`config.mk`:
```
export PLATFORM = sky130hd
export DESIGN_NAME = ext_pin_irq
export DESIGN_NICKNAME = d
export VERILOG_FILES = /design/src/rtl/ext_pin_irq_pkg.sv /design/src/rtl/ext_pin_irq_ctrl.sv /design/src/rtl/ext_pin_irq_dp.sv /design/src/rtl/ext_pin_irq.sv
export SDC_FILE = /design/constraint.sdc
export NUM_CORES = 1
export LEC_CHECK = 0
export BUFFER_PORTS_ARGS = -buffer_cell sky130_fd_sc_hd__buf_2
export CAP_MARGIN = 20
export CORE_AREA = 5 5 42 44
export DETAILED_ROUTE_END_ITERATION = 8
export DIE_AREA = 0 0 47 49
export SLEW_MARGIN = 20
export SYNTH_ARGS = -nofsm -noshare
export SYNTH_HDL_FRONTEND = slang
export SYNTH_HIERARCHICAL = 1
export SYNTH_SLANG_ARGS = --single-unit
```
`constraint.sdc`:
```
create_clock -name clk -period 1.51 [get_ports clk]
set_clock_uncertainty 0.1 [all_clocks]
set_input_delay 0.2265 -clock clk [delete_from_list [all_inputs] [get_ports clk]]
set_output_delay 0.2265 -clock clk [all_outputs]
set_load 0.02 [all_outputs]
```
`src/rtl/ext_pin_irq_pkg.sv`:
```
package ext_pin_irq_pkg;
  localparam int WR_W   = 5;
  localparam int RD_W   = 7;
  localparam int B_EN   = 0;
  localparam int B_POL  = 1;
  localparam int B_LVL  = 2;
  localparam int B_IE   = 3;
  localparam int B_ACK  = 4;
  localparam int B_FLAG = 5;
  localparam int B_PIN  = 6;

  typedef struct packed {
    logic pinEn;
    logic polHigh;
    logic levelMode;
    logic irqEn;
    logic ackFlag;
  } ctlStrobes_t;
endpackage

```
`src/rtl/ext_pin_irq_ctrl.sv`:
```
module ext_pin_irq_ctrl
  import ext_pin_irq_pkg::*;
(
  input  logic            clk,
  input  logic            rstN,
  input  logic            cfgWrite,
  input  logic [WR_W-1:0] cfgWdata,
  output ctlStrobes_t     strb
);
  logic pinEnQ, polQ, lvlQ, ieQ;

  always_ff @(posedge clk or negedge rstN) begin
    if (!rstN) begin
      pinEnQ <= 1'b0;
      polQ   <= 1'b0;
      lvlQ   <= 1'b0;
      ieQ    <= 1'b0;
    end else if (cfgWrite) begin
      pinEnQ <= cfgWdata[B_EN];
      polQ   <= cfgWdata[B_POL];
      lvlQ   <= cfgWdata[B_LVL];
      ieQ    <= cfgWdata[B_IE];
    end
  end

  always_comb begin
    strb.pinEn     = pinEnQ;
    strb.polHigh   = polQ;
    strb.levelMode = lvlQ;
    strb.irqEn     = ieQ;
    strb.ackFlag   = cfgWrite & cfgWdata[B_ACK];
  end
endmodule

```
`src/rtl/ext_pin_irq_dp.sv`:
```
module ext_pin_irq_dp
  import ext_pin_irq_pkg::*;
#(
  parameter int SYNC_STAGES = 2
) (
  input  logic        clk,
  input  logic        rstN,
  input  logic        pinIn,
  input  logic        stopMode,
  input  ctlStrobes_t strb,
  output logic        flagQ,
  output logic        syncLevel,
  output logic        irqReq,
  output logic        wakeOut
);
  logic [SYNC_STAGES-1:0] syncChain;
  logic prevLevel;
  logic curActive, prevActive, edgeHit, eventHit;

  generate
    for (genvar g = 0; g < SYNC_STAGES; g++) begin : gStage
      if (g == 0) begin : gFirst
        always_ff @(posedge clk or negedge rstN)
          if (!rstN) syncChain[0] <= 1'b0;
          else       syncChain[0] <= pinIn;
      end else begin : gRest
        always_ff @(posedge clk or negedge rstN)
          if (!rstN) syncChain[g] <= 1'b0;
          else       syncChain[g] <= syncChain[g-1];
      end
    end
  endgenerate

  assign syncLevel = syncChain[SYNC_STAGES-1];

  always_ff @(posedge clk or negedge rstN)
    if (!rstN) prevLevel <= 1'b0;
    else       prevLevel <= syncLevel;

  // Both samples are judged under the current polarity, so a polarity flip is not an edge.
  assign curActive  = syncLevel ~^ strb.polHigh;
  assign prevActive = prevLevel ~^ strb.polHigh;
  assign edgeHit    = curActive & ~prevActive;
  assign eventHit   = strb.pinEn & (edgeHit | (strb.levelMode & curActive));

  always_ff @(posedge clk or negedge rstN)
    if (!rstN) flagQ <= 1'b0;
    else       flagQ <= (flagQ & ~strb.ackFlag) | eventHit;

  assign irqReq  = flagQ & strb.irqEn & strb.pinEn;
  assign wakeOut = stopMode & strb.pinEn & (pinIn ~^ strb.polHigh);

  AST_NO_SET_DISABLED: assert property (@(posedge clk) disable iff (!rstN)
    (!strb.pinEn && !flagQ) |=> !flagQ);
  AST_ACK_CLEARS: assert property (@(posedge clk) disable iff (!rstN)
    (strb.ackFlag && !eventHit) |=> !flagQ);
  AST_EVENT_WINS: assert property (@(posedge clk) disable iff (!rstN)
    eventHit |=> flagQ);
  AST_LEVEL_HOLDS: assert property (@(posedge clk) disable iff (!rstN)
    (strb.pinEn && strb.levelMode && curActive) |=> flagQ);
endmodule

```
`src/rtl/ext_pin_irq.sv`:
```
module ext_pin_irq
  import ext_pin_irq_pkg::*;
#(
  parameter int SYNC_STAGES = 2
) (
  input  logic            clk,
  input  logic            rstN,
  input  logic            cfgWrite,
  input  logic [WR_W-1:0] cfgWdata,
  output logic [RD_W-1:0] cfgRdata,
  input  logic            pinIn,
  input  logic            stopMode,
  output logic            irqReq,
  output logic            wakeOut
);
  ctlStrobes_t strb;
  logic flagQ, syncLevel;

  ext_pin_irq_ctrl uCtrl (
    .clk(clk), .rstN(rstN), .cfgWrite(cfgWrite), .cfgWdata(cfgWdata), .strb(strb)
  );

  ext_pin_irq_dp #(.SYNC_STAGES(SYNC_STAGES)) uDp (
    .clk(clk), .rstN(rstN), .pinIn(pinIn), .stopMode(stopMode), .strb(strb),
    .flagQ(flagQ), .syncLevel(syncLevel), .irqReq(irqReq), .wakeOut(wakeOut)
  );

  always_comb begin
    cfgRdata         = '0;
    cfgRdata[B_EN]   = strb.pinEn;
    cfgRdata[B_POL]  = strb.polHigh;
    cfgRdata[B_LVL]  = strb.levelMode;
    cfgRdata[B_IE]   = strb.irqEn;
    cfgRdata[B_FLAG] = flagQ;
    cfgRdata[B_PIN]  = strb.pinEn & syncLevel;
  end
endmodule

```
Word level (Yosys, flattened, before mapping)
Index checks and enable logic that the tools add are counted.
{"block": "op_classes", "bitwise": 17}
{"cell": "$and A1 B1 Y1", "count": 10}
{"cell": "$xnor A1 B1 Y1", "count": 3}
{"cell": "$not A1 Y1", "count": 2}
{"cell": "$or A1 B1 Y1", "count": 2}
{"block": "totals", "register_bits": 8, "in_bits": 10, "output_inout_bits": 9, "word_cells": 25}

Logic depth before layout (Yosys ltp)
{"block": "depth", "depth_word": 6, "mapped_depth": 4, "mapped_depth_nobuf": 3}

By module
The synthesis kept the hierarchy.
{"mod": "ext_pin_irq_ctrl", "instances": 1, "cells_per_inst": 13, "area_each_um2": 182.7, "seq_area_each_um2": 100.1}
{"mod": "ext_pin_irq_dp", "instances": 1, "cells_per_inst": 13, "area_each_um2": 157.7, "seq_area_each_um2": 100.1}
{"mod": "ext_pin_irq", "instances": 1, "cells_per_inst": 4, "area_each_um2": 25.0, "seq_area_each_um2": 0.0}

Worst setup path after synthesis
No wires, ideal clock.
{"block": "synth_path", "path_kind": "flip-flop to output port", "start": "register uCtrl.polQ", "end": "output port wakeOut", "t_arrival_ns": 0.915, "required_time_ns": 1.183, "path_slack_ns": 0.269, "stages_incl_launch_ff": 4, "path_buffers": 1, "path_cell_list": "dfrtp_1 > buf_4 > xnor2_1 > and3_1"}
{"block": "synth_between", "elab_chain_cells": 2}
{"element": "start, declared", "line_no": "ext_pin_irq_ctrl.sv:10", "text": "logic pinEnQ, polQ, lvlQ, ieQ;"}
{"element": "start signal, assigned", "line_no": "ext_pin_irq_ctrl.sv:20", "text": "polQ <= cfgWdata[B_POL];"}
{"element": "$xnor A1 B1 Y1", "line_no": "ext_pin_irq_dp.sv:51", "text": "assign wakeOut = stopMode & strb.pinEn & (pinIn ~^ strb.polHigh);"}
{"element": "$and A1 B1 Y1", "line_no": "ext_pin_irq_dp.sv:51"}
{"element": "end, declared", "line_no": "ext_pin_irq.sv:14", "text": "output logic wakeOut"}
No other way between the ends.

Final worst setup path
Same ends and word-level chain as after synthesis.

==> impl_metrics.ini <==
[synth]
synth_fp_nets = 40
synth_area_leader_cell = dfrtp_1
syn_area_um2 = 365
synth_edf_count = 0
ys_seq_area_share_pct = 54.8
synth_top_area_share_pct = 54.8
synth.distinct_cells = 14
synth-main-ff-cell = dfrtp_1
avgSynthCellArea_um2 = 12.2
synthTopCellsByArea = dfrtp_1, buf_4, mux2_2
async_flop_share_pct = 100
synth_commonest_cells = dfrtp_1, buf_4, mux2_2
synth.most_common_cell = dfrtp_1
synth-seq-cells = 8
ys_warn_count = 6
syn_inst = 30

[setup_path]
critPathRequiredTime_ns = 1.18
reg2reg_from = uCtrl/lvlQ
cp_max_fo = 5
r2r_end = uDp/flagQ
crit_path_end_kind = output port
worstSetupPathType = register to output port
ff2ff_path_depth = 3
r2r_slack_ns = 0.49
critPathLaunchType = register
crit_arrival_ns = 1.14

[timing]
fin_crit_sh_pct = 97.2
finalHoldViolations = 0
setup_violations = 0
setup-tns-final_ns = 0
finalMaxSlewViolations = 0
fmax_ghz = 0.682
final.setup.worst_slack_ns = 0.0428
post-route-min-period_ns = 1.47
hold_ws_ns = 0.108

[min_path]
hp-class = primary input to register
worstHoldStart = cfgWdata[2]
worstHoldPathCells = 2
min_to = uCtrl/lvlQ

[global_route]
grt-ovfl-total = 0
grt_util_all_layers_pct = 6.74
grt_pass1_wl_um = 1110
antenna_found_initial = 0
grt_max_degree = 9
grt_pass1_vias = 273

[route]
drcViolationCount = 0
first_iter_violations = 0
routed_wirelength_um = 674
postRouteAntennaNets = 0
avgViaCountPerCell = 4.19
wl_per_cell_um = 10.9
dr.pass1.iters = 1
vias = 260

[clock_tree]
cts_sinks = 8
cts_tree = built
cts_max_path_buffers = 2
cts_setup_buffers = 0
root_buffer = clkbuf_4
path_clk_slew_ns = 0.05
cts_max_level = 1
clk_latency_ns = 0.25
numCtsBuffers = 3

[floorplan]
die_x_um = 47
rows = 14
fp.dieH_um = 49
io_pins = 19
initial_core_util_pct = 26.1
coreArea_mm2 = 0.00140
design.die.area_mm2 = 0.00230

[finish]
fin_nets = 58
syn2layout_area_growth_pct = 29.8
multiInputGateArea_um2 = 116
final_core_util_pct = 33.8
fill_cells = 155
seq_area_um2 = 200
fin_area_um2 = 474
drive_above_1_share_pct = 54.3
num_antenna_cells = 0
fin_cells = 62

[placed_design]
place_ws_ns = 0.321
finalWeightedCongestion = 0.637
hpwl_um = 537
place_area_um2 = 425
dp.cells = 57
port_buffers = 17

[power_and_ir_drop]
vdd_ir_drop_max_uv = 444
p_per_area_mw_per_mm2 = 1100
p_total_mw = 0.521
p_leak_nw = 0.241

[run]
cap_violations = 0

[outcome]
status = completed
-- worst max-delay path: stages, from the launching register on --
cell and delay (ns):
dfrtp_1 0.42, xnor2_1 0.16, and3_1 0.19, buf_6 0.12
-- where the power goes --
group / leakage (nW) / internal (mW) / total, mW / switching [mW]
Combinational: 0.133 / 0.0535 / 0.113 / 0.0595
Clock: 0.0138 / 0.0904 / 0.155 / 0.0642
Sequential: 0.0937 / 0.236 / 0.253 / 0.0177
-- cell families (layout without fill, tap and decap cells) --
logic type      after synthesis  in the layout  share of synthesized area (%)
compound gates                3              3                           6.17
mux                           4              4                           12.3
simple gates                  6              6                           9.93
flops                         8              8                           54.8
buf+inv                       7             23                           13.4
xor+xnor                      1              1                           2.40
other cells                   1              1                           1.03
-- worst max path at each step --
| stage | start | end | slack, ns |
|---|---|---|---|
| global placement | uCtrl/polQ | wakeOut | 0.33 |
| floorplan | uCtrl/polQ | wakeOut | 0.27 |
| CTS | uCtrl/polQ | wakeOut | 0.03 |
| finish | uCtrl/polQ | wakeOut | 0.04 |
| detailed placement | uCtrl/polQ | wakeOut | 0.32 |
| global route | uCtrl/polQ | wakeOut | -0.03 |
-- state kept, by name (all words and copies together) (netlist names) --
name and flops:
uDp/syncChain 1, uDp/prevLevel 1, uCtrl/ieQ 1, uCtrl/pinEnQ 1, uDp/syncLevel 1, uCtrl/polQ 1, uCtrl/lvlQ 1, uDp/flagQ 1
-- metal layers --
layer	global-route usage (%)	vias up	wire, um
met2	8.60	17	286
li1	-	128	-
met5	0	-	0
met1	8.54	113	274
met3	3.69	2	98
met4	4.15	0	15
-- layout by cell type, fill, tap and decap left out, drive strengths merged --
master       count
inv              1
and2             2
nand2            1
conb             1
dlygate4sd3      2
clkbuf           3
buf             17
a22o             1
o22ai            1
and3             2
xnor2            1
nor2b            1
o21bai           1
mux2             4
dfrtp            8
-- final cells by class --
type | instances | share of cell area (%)
repair buffers | 19 | 23.5
multi-input cells | 15 | 24.5
flip-flops and latches | 8 | 42.2
clock buffers | 3 | 4.75
inverters | 1 | 0.792
well taps | 16 | 4.22
-- timing repair --
action,in CTS,in global routing
resized for setup,0,2
setup endpoints to repair,0,1
endpoints found under the hold margin,9,0
hold buffers,2,0
Note: power is estimated with default switching activity, not from simulation.
